--- src/rtl/ictx_pkg.sv ---
package ictx_pkg;
    localparam int EDGE_W = 2;
    localparam int SRC_W  = 4;
    localparam int LEN_W  = 2;
    localparam int CH_W   = 5;
    localparam int NUM_CH = 4;
    localparam int CHAN_W = NUM_CH * CH_W;
    localparam int CTX_W  = EDGE_W + SRC_W + LEN_W + CHAN_W;
    localparam int FILL_W = 2;

    typedef struct packed {
        logic [CHAN_W-1:0] chan;
        logic [LEN_W-1:0]  len;
        logic [SRC_W-1:0]  src;
        logic [EDGE_W-1:0] edge_sel;
    } ctx_t;
endpackage

--- src/rtl/ictx_store.sv ---
module ictx_store
    import ictx_pkg::*;
(
    input  logic              clk,
    input  logic              rst_n,
    input  logic              wr_en,
    input  ctx_t              wr_ctx,
    input  logic              eos,
    input  logic              flush,
    input  logic              drain_mode,
    output ctx_t              act_ctx,
    output logic [FILL_W-1:0] fill,
    output logic              drop
);
    typedef struct packed {
        ctx_t              head;
        ctx_t              next;
        logic [FILL_W-1:0] cnt;
    } st_t;

    st_t st_d, st_q;

    always_comb begin
        st_d = st_q;
        drop = 1'b0;
        // pop (or flush) is resolved before the push
        if (flush) begin
            st_d.cnt = '0;
        end else if (eos && st_q.cnt != '0) begin
            if (st_q.cnt == FILL_W'(2)) begin
                st_d.head = st_q.next;
                st_d.cnt  = FILL_W'(1);
            end else if (drain_mode) begin
                st_d.cnt = '0;
            end
        end
        if (wr_en) begin
            case (st_d.cnt)
                FILL_W'(0): begin
                    st_d.head = wr_ctx;
                    st_d.cnt  = FILL_W'(1);
                end
                FILL_W'(1): begin
                    st_d.next = wr_ctx;
                    st_d.cnt  = FILL_W'(2);
                end
                default: drop = 1'b1;
            endcase
        end
    end

    always_ff @(posedge clk or negedge rst_n) begin
        if (!rst_n) begin
            st_q <= '0;
        end else begin
            st_q <= st_d;
        end
    end

    assign act_ctx = st_q.head;
    assign fill    = st_q.cnt;

    always_comb begin
        if (rst_n) begin
            assert (st_q.cnt <= FILL_W'(2))
                else $error("p_fill_bound_r5: fill count beyond two");
        end
    end
endmodule

--- src/rtl/ictx_ovf.sv ---
module ictx_ovf (
    input  logic clk,
    input  logic rst_n,
    input  logic set,
    input  logic clr,
    input  logic ie,
    output logic flag,
    output logic irq
);
    logic flag_d, flag_q;

    always_comb begin
        flag_d = flag_q;
        if (set) begin
            flag_d = 1'b1;
        end else if (clr) begin
            flag_d = 1'b0;
        end
    end

    always_ff @(posedge clk or negedge rst_n) begin
        if (!rst_n) begin
            flag_q <= 1'b0;
        end else begin
            flag_q <= flag_d;
        end
    end

    assign flag = flag_q;
    assign irq  = flag_q & ie;

    p_sticky_r7: assert property (@(posedge clk) disable iff (!rst_n)
        (flag_q && !clr) |=> flag_q);
    p_set_wins_r7: assert property (@(posedge clk) disable iff (!rst_n)
        (set && clr) |=> flag_q);
endmodule

--- src/rtl/inj_ctx_queue.sv ---
module inj_ctx_queue
    import ictx_pkg::*;
(
    input  logic              clk,
    input  logic              rst_n,
    input  logic              wr_en,
    input  logic [CTX_W-1:0]  wr_data,
    input  logic              eos,
    input  logic              flush,
    input  logic              drain_mode,
    input  logic              ovf_clr,
    input  logic              ovf_ie,
    output logic              act_valid,
    output logic [EDGE_W-1:0] act_edge,
    output logic [SRC_W-1:0]  act_src,
    output logic [LEN_W-1:0]  act_len,
    output logic [CHAN_W-1:0] act_chan,
    output logic              ovf_flag,
    output logic              ovf_irq
);
    ctx_t              act_ctx;
    logic [FILL_W-1:0] fill;
    logic              drop;

    ictx_store u_store (
        .clk        (clk),
        .rst_n      (rst_n),
        .wr_en      (wr_en),
        .wr_ctx     (ctx_t'(wr_data)),
        .eos        (eos),
        .flush      (flush),
        .drain_mode (drain_mode),
        .act_ctx    (act_ctx),
        .fill       (fill),
        .drop       (drop)
    );

    ictx_ovf u_ovf (
        .clk   (clk),
        .rst_n (rst_n),
        .set   (drop),
        .clr   (ovf_clr),
        .ie    (ovf_ie),
        .flag  (ovf_flag),
        .irq   (ovf_irq)
    );

    assign act_valid = (fill != '0);
    assign act_edge  = act_ctx.edge_sel;
    assign act_src   = act_ctx.src;
    assign act_len   = act_ctx.len;
    assign act_chan  = act_ctx.chan;

    p_first_write_r3: assert property (@(posedge clk) disable iff (!rst_n)
        (wr_en && !flush && fill == '0) |=>
            (act_valid && {act_chan, act_len, act_src, act_edge} == $past(wr_data)));
    p_drop_r5: assert property (@(posedge clk) disable iff (!rst_n)
        (wr_en && !flush && !eos && fill == FILL_W'(2)) |=>
            (ovf_flag && $stable({act_chan, act_len, act_src, act_edge})));
    p_keep_r9: assert property (@(posedge clk) disable iff (!rst_n)
        (!drain_mode && eos && !flush && !wr_en && fill == FILL_W'(1)) |=>
            (act_valid && $stable({act_chan, act_len, act_src, act_edge})));
    p_drain_r10: assert property (@(posedge clk) disable iff (!rst_n)
        (drain_mode && eos && !flush && !wr_en && fill == FILL_W'(1)) |=> !act_valid);
    p_flush_r11: assert property (@(posedge clk) disable iff (!rst_n)
        (flush && !wr_en) |=> !act_valid);
endmodule

--- config.mk ---
export PLATFORM = sky130hd
export DESIGN_NAME = inj_ctx_queue
export DESIGN_NICKNAME = d
export VERILOG_FILES = /design/src/rtl/ictx_pkg.sv /design/src/rtl/ictx_store.sv /design/src/rtl/ictx_ovf.sv /design/src/rtl/inj_ctx_queue.sv
export SDC_FILE = /design/constraint.sdc
export NUM_CORES = 1
export LEC_CHECK = 0
export CAP_MARGIN = 20
export CORE_MARGIN = 2
export CORE_UTILIZATION = 50
export CTS_BUF_LIST = sky130_fd_sc_hd__clkbuf_8
export DETAILED_ROUTE_END_ITERATION = 7
export DONT_BUFFER_PORTS = 1
export MAX_ROUTING_LAYER = met4
export PLACE_DENSITY = 0.7
export SLEW_MARGIN = 20
export SYNTH_ARGS = -nofsm -noshare
export SYNTH_HDL_FRONTEND = slang
export SYNTH_SLANG_ARGS = --single-unit
--- constraint.sdc ---
create_clock -name clk -period 4.3 [get_ports clk]
set_clock_uncertainty 0.05 [all_clocks]
set_input_delay 0.43 -clock clk [delete_from_list [all_inputs] [get_ports clk]]
set_output_delay 0.43 -clock clk [all_outputs]
set_load 0.01 [all_outputs]
==> results of run 1 <==
-- logic make-up (layout without fill, tap and decap cells) --
group / count (synthesis) / count (layout)
AO/OA/AOI/OAI: 32 / 32
adder cells (fa/ha/maj): 3 / 3
buffers and inverters: 44 / 22
flip-flops: 59 / 59
multiplexers: 57 / 57
AND/OR/NAND/NOR: 36 / 36
-- timing repair --
item,4_1_cts,5_1_grt
endpoints found under the hold margin,59,0
resized for setup,0,0
buffers inserted,0,0
hold buffers,2,0
-- worst max-delay path by stage --
stage	start	slack, ns	end
4_1_cts	u_store.fill[0]	1.57	u_store.act_ctx[23]
6_report	u_store.fill[0]	1.58	u_store.act_ctx[23]
3_3_place_gp	flush	1.65	u_store.act_ctx[11]
5_1_grt	u_store.fill[0]	1.37	u_store.act_ctx[11]
3_5_place_dp	flush	1.58	u_store.act_ctx[23]
2_1_floorplan	eos	1.97	u_store.st_q[14]
-- where the power goes --
part | switching (W) | internal [W] | total, W
logic | 0.0000864 | 0.000116 | 0.000202
clock network | 0.000187 | 0.000209 | 0.000396
registers | 0.000100 | 0.000692 | 0.000792
total | 0.000373 | 0.00102 | 0.00139
-- layer usage --
layer  vias up  track usage (%)  routed length (um)
met5         -                -                   0
li1        707                -                   -
met3         5            6.163                 347
met2        44            23.45                2102
met4         0            8.036                  36
met1       707            19.74                1997
-- cell type report --
class / instances / area [um^2] / area share, %
clock buffer: 10 / 137.6 / 5.007
sequential: 59 / 1476 / 53.71
inverter: 5 / 18.77 / 0.6827
tap: 70 / 87.58 / 3.186
multi-input combinational: 128 / 964.7 / 35.09
timing repair buffer: 4 / 52.55 / 1.912
clock inverter: 3 / 11.26 / 0.4096
-- sequential cells by signal, summed over array words and instances, names as in the netlist --
name	count
u_store.fill	2
u_store.st_q	28
u_store.act_ctx	28
u_ovf.flag	1
-- per-stage QoR --
step,std cells,setup WS [ns],power [W]
after floorplan,231,1.967,0.001008
after global placement,264,1.649,0.0009808
after detailed placement,264,1.578,0.0009946
after CTS,279,1.574,0.001411
after global routing,279,1.373,0.001476
final,279,1.576,0.001390
-- cell usage after synthesis --
master / number
clkbuf_1: 6
dfrtp_1: 59
a31oi_1: 1
o32ai_1: 1
or2_2: 1
o211ai_1: 1
and4bb_1: 1
nor2_1: 28
nand2_1: 4
o21ai_1: 1
and2_1: 1
nor2b_1: 1
mux2_2: 28
mux2i_1: 29
buf_6: 1
buf_4: 29
buf_2: 3
a21oi_1: 28
inv_1: 5
ha_1: 3
-- worst max-delay path, delay by kind of cell (launching register included) --
kind	cells	cell delay (ns)
compound gates	2	0.37
fa+ha+maj	1	0.26
buf+inv	1	0.44
flops	1	0.40
simple gates	2	1.01
==> summary.md, run 1 <==
| Metric | Value |
|---|---|
| Residual DRC | `0` |
| Number of fillers in the final layout | `between 400 and 500` |
| Dpl hpwl | `about 2.8 mm` |
| Ranking of synthesized cells by area | `dfrtp_1, mux2_2, mux2i_1` |
| CORE AREA | `just over 5000 um^2` |
| Wirelength, routed | `4.484 mm` |
| Slowest-stage cell, CP | `nand2_2` |
| GPL Wtd Cong | `slightly above 0.8` |
| Antenna violations before repair | `0` |
| Worst r2r path cells | `6` |
| CTS max path bufs | `2` |
| Drt wl/cell | `roughly 16 um` |
| Top cell type by total area after synthesis | `dfrtp_1` |
| Hold worst-path end | `u_store.fill[0]` |
| Final net count | `246` |
| Initial Utilization | `between 50 and 60%` |
| Critical path endpoint category | `register` |
| Core Rows | `26` |
| TritonCTS Buffers | `9` |
| Clock-pin slew on the worst setup and hold paths | `approximately 0.06 ns` |
| Total track usage | `between 15 and 20%` |
| Commonest non-fill, non-tap cells in the layout | `dfrtp_1, mux2i_1, nor2_1, a21oi_1, mux2_2` |
| Yosys warnings | `0` |
| Post-route clock period utilization | `~63%` |
| Hold path depth | `1` |
| Clock root buffer | `clkbuf_8` |
| Worst-path fanout max | `56` |
| CTS Sinks | `a little under 60` |
| FF-to-FF setup slack | `1.58 ns` |
| Area grow syn2layout | `0.9188%` |
| Post-synthesis simple-gate area fraction | `under 10%` |
| Grt total ovfl | `0` |
| Yosys top cell area share | `54.20%` |
| Class of the tightest hold or removal check | `in -> reg` |
| Fin util | `53.14%` |
| Post-synthesis register bit count | `59` |
| CP peak stage delay | `0.72 ns` |
| I/O pin count | `67` |
| Kind of critical path | `reg -> reg` |
| Insertion delay to the later sink of the worst-skew pair | `a little over 0.3 ns` |
| Vias post-DR | `1463` |
| Syn Inst Count | `roughly 230` |
| Seq/Total Area, Yosys | `between 50% and 60%` |
| Vias per cell | `5.244` |
| Worst slew margin | `around a third` |
| Xor/xnor share of the synthesized area | `0%` |
| Yosys cell types | `20` |
| Layout cells sized above 1 | `between 20% and 30%` |
| Crit path launch type | `register` |
| First-pass GRT wire length | `7.265 mm` |
| Synth Area in Compound Gates | `around 6%` |
| PwrDens | `between 500 and 600 nW/um^2` |
| Proportion of synthesized area in mux cells | `22.23%` |
| Die Area | `6054 um^2` |
| Final setup vio count | `0` |
| Antenna viol nets, final | `0` |
| Setup_tns | `0 ns` |
| Final Hold Fails | `0` |
| Count of pins over their slew limit | `0` |
| Critical path arrival | `2.81 ns` |
| RSZ-0062 raised after global routing | `no` |
| MaxCap Viol Count | `0` |
| Drt pass-1 iters | `4` |
| Largest net degree at the start of global routing | `60` |
| Iteration-0 DRC Markers | `around 120` |
| Worst vdd ir | `around 0.22 mV` |
| Avg Inst Size Synth | `between 10 and 15 um^2` |
| Worst-path cell chain | `and4bb_2 -> buf_4 -> a31oi_1 -> ha_1 -> nand2_2 -> a21oi_1` |
| Largest family of logic cells by synthesized area | `multiplexers` |
| Number of port buffers | `0` |
| Post-place instance area | `2562 um^2` |
| Worst Hold Margin | `around 0.16 ns` |
| Reg2reg end | `u_store.act_ctx[23]` |
| HP Start | `wr_en` |
| Fin area | `between 2000 and 3000 um^2` |
| Mapped cell area | `2724 um^2` |
| Inserted Diodes | `0` |
| Post-Synth Adder-Cell Area | `approximately 1.4%` |
| Die Wd | `77.81 um` |
| H-Tree Depth | `3` |
| Chip Height | `a little under 80 um` |
| Worst Max-Slew Pin Slew | `between 0.9 and 1 ns` |
| CTS tree | `yes` |
| Commonest non-fill, non-tap cell in the layout | `dfrtp_1` |
| Critical Path RT | `approximately 4.4 ns` |
| Period minus WS final | `roughly 2.7 ns` |
| Post-Syn Nets | `270` |
| Peak Freq | `between 0.3 and 0.4 GHz` |
| R2R Path Start | `u_store.fill[0]` |
| Vias in the first global route | `1434` |
| Outcome | `completed` |
| Static Leak | `between 1 and 1.5 nW` |
(Power assumes the default switching activity.)
==> run 2: changes to the inputs <==
Settings changed: ABC_AREA set to 1.
Clock period 4.3 ns to 2.58 ns, I/O delays scaled along.
==> run 2 against run 1 <==
Flip-flop and latch count is the same. Fmax grew 35%. Final cell count grew 68%. Die area grew 12%. Sequential power grew 60%. Worst setup slack lost 1.0 ns. Critical path depth grew 3. Core utilization grew 3.2 points. Global-route usage grew 4.3 points. Design area grew 21%. Count of clock-buffer cells in the layout shrank 1. Via count grew 51%.
==> summary.md, run 2 <==
| Metric | Value |
|---|---|
| Wirelength, routed | `a little over 6 mm` |
| Resize count post-CTS | `0` |
| Clock root buffer | `clkbuf_8` |
| Commonest non-fill, non-tap cells in the layout | `nand2_1, inv_1, dfrtp_1, nand3_1, nor2_1` |
| EDFF count, synth | `0` |
| Vias per cell | `4.726` |
| Class of the tightest hold or removal check | `in -> reg` |
| Dpl hpwl | `about 3.7 mm` |
| Insertion delay to the later sink of the worst-skew pair | `0.32 ns` |
| Syn Inst Count | `390` |
| Die Wd | `82.43 um` |
| Worst slew margin | `66.35%` |
| RSZ-0062 raised after global routing | `no` |
| Antenna violations before repair | `0` |
| Peak Freq | `0.4962 GHz` |
| Worst vdd ir | `between 0.3 and 0.4 mV` |
| Post-synthesis register bit count | `between 50 and 60` |
| Iteration-0 DRC Markers | `approximately 120` |
| Period minus WS final | `about 2.0 ns` |
| Layout cells sized above 1 | `between 8 and 9%` |
| Antenna viol nets, final | `0` |
| Critical path arrival | `2.18 ns` |
| Area grow syn2layout | `8.503%` |
| Top cell type by total area after synthesis | `dfrtp_1` |
| CP peak stage delay | `between 0.3 and 0.4 ns` |
| Most frequent cells after synthesis | `nand2_1, inv_1, dfrtp_1` |
| Final Hold Fails | `0` |
| Post-route clock period utilization | `about four fifths` |
| Residual DRC | `0` |
| Mapped cell area | `around 3100 um^2` |
| Vias post-DR | `~2200` |
| Critical path endpoint category | `register` |
| Final setup vio count | `0` |
| Clock-pin slew on the worst setup and hold paths | `0.06 ns` |
| Fin util | `roughly 56%` |
| First-pass GRT wire length | `between 10 and 15 mm` |
| Post-Syn Nets | `about 430` |
| Seq/Total Area, Yosys | `48.01%` |
| Vias in the first global route | `~2200` |
| Setup_tns | `0 ns` |
| H-Tree Depth | `3` |
| CORE AREA | `slightly below 6000 um^2` |
| Worst-path fanout max | `28` |
| Total track usage | `between 20% and 30%` |
| Inserted Diodes | `0` |
| Grt total ovfl | `0` |
| Outcome | `completed` |
| Worst-path cell chain | `inv_1 -> nor2_4 -> nand3_1 -> ha_1 -> nand2_1 -> buf_4 -> inv_2 -> nand2_1 -> nand2_1` |
| Largest net degree at the start of global routing | `60` |
| Yosys top cell area share | `between 40% and 50%` |
| Number of port buffers | `0` |
| TritonCTS Buffers | `9` |
| Kind of critical path | `reg -> reg` |
| Initial Utilization | `around half` |
| Yosys cell types | `16` |
| Yosys warnings | `0` |
| Post-synth top flop | `dfrtp_1` |
| Avg Inst Size Synth | `7.886 um^2` |
| Commonest non-fill, non-tap cell in the layout | `nand2_1` |
| Drt pass-1 iters | `4` |
| FFs w/ async S/R, synth | `between 90% and 100%` |
| CTS tree | `yes` |
| Die Area | `between 6000 and 7000 um^2` |
| PwrDens | `722.2 nW/um^2` |
| Worst Max-Slew Pin Slew | `approximately 0.50 ns` |
| Most frequent CP cell | `nand2_1` |
| Slowest-stage cell, CP | `dfrtp_1` |
| Count of pins over their slew limit | `0` |
| Chip Height | `approximately 82 um` |
| GPL Wtd Cong | `around 0.74` |
| Static Leak | `1.839 nW` |
| Critical Path RT | `around 2.7 ns` |
| Drt wl/cell | `12.91 um` |
| Final net count | `427` |
| CTS Sinks | `59` |
| Crit path launch type | `register` |
| CTS max path bufs | `2` |
| Dominant cell by count in the synthesized netlist | `nand2_1` |
| Core Rows | `28` |
| Ranking of synthesized cells by area | `dfrtp_1, nand2_1, nand3_1` |
| I/O pin count | `between 60 and 70` |
| MaxCap Viol Count | `0` |
## run 2: stage by stage
stage	setup slack, ns	instances	hold WS [ns]	power, W	cell area (um^2)
after floorplan	0.8981	390	-0.08759	0.001732	3075
after global placement	0.6546	423	-0.08589	0.001687	2875
after detailed placement	0.5882	423	-0.08601	0.001707	2875
after CTS	0.5838	468	0.0004290	0.002440	3337
after global routing	0.3392	468	0.01504	0.002589	3337
final	0.5646	468	0.008955	0.002410	3337
## run 2: logic make-up (layout without fill, tap and decap cells)
kind of cell	after synthesis	count (layout)	synth area share, %
buf+inv	112	115	19.32
mux	1	1	0.3255
fa+ha+maj	3	3	1.221
simple gates	186	186	26.40
compound gates	29	29	4.719
flops	59	59	48.01
## run 2: area by class of cell
type	count	area, um^2
repair buffers	35	365.4
multi-input cells	219	1007
fillers	553	2584
clock buffers	9	123.9
inverters	64	240.2
clock inverters	7	30.03
flip-flops and latches	59	1476
well taps	75	93.84
## run 2: routing by layer
metal,share of wire [%],track usage [%]
met5,0,-
met2,48,32.66
met4,1.4,8.500
met3,7.1,5.761
met1,43,24.26
## run 2: path summary, 6_finish.rpt
kind                                       start             endpoint  slack [ns]  cells past startpoint
worst max register to register   u_store.fill[1]   u_store.act_ctx[4]        0.56                      9
worst max-delay path             u_store.fill[1]   u_store.act_ctx[4]        0.56                      9
worst min-delay path                       wr_en      u_store.fill[0]       0.009                      2
min in group asynchronous                  rst_n   u_store.act_ctx[5]        0.40                      2
worst min register to register  u_store.st_q[19]     u_store.st_q[19]        0.46                      2
max in group asynchronous                  rst_n  u_store.act_ctx[23]        1.83                      2
## run 2: report_power, final
part,total [W],internal [W],switching [W]
Sequential,0.00127,0.00114,0.000129
Combinational,0.000479,0.000190,0.000289
Clock,0.000666,0.000329,0.000337
## run 2: timing repair
item / in CTS / in global routing
hold endpoints to repair: 85 / 0
hold buffers: 29 / 0
setup buffers: 0 / 0
## run 2: critical path, delay by kind of cell, from the launching register on
family / cells / cell delay (ns)
and+or+nand+nor: 5 / 0.72
buffers and inverters: 3 / 0.54
DFF: 1 / 0.33
adders and majority gates: 1 / 0.26
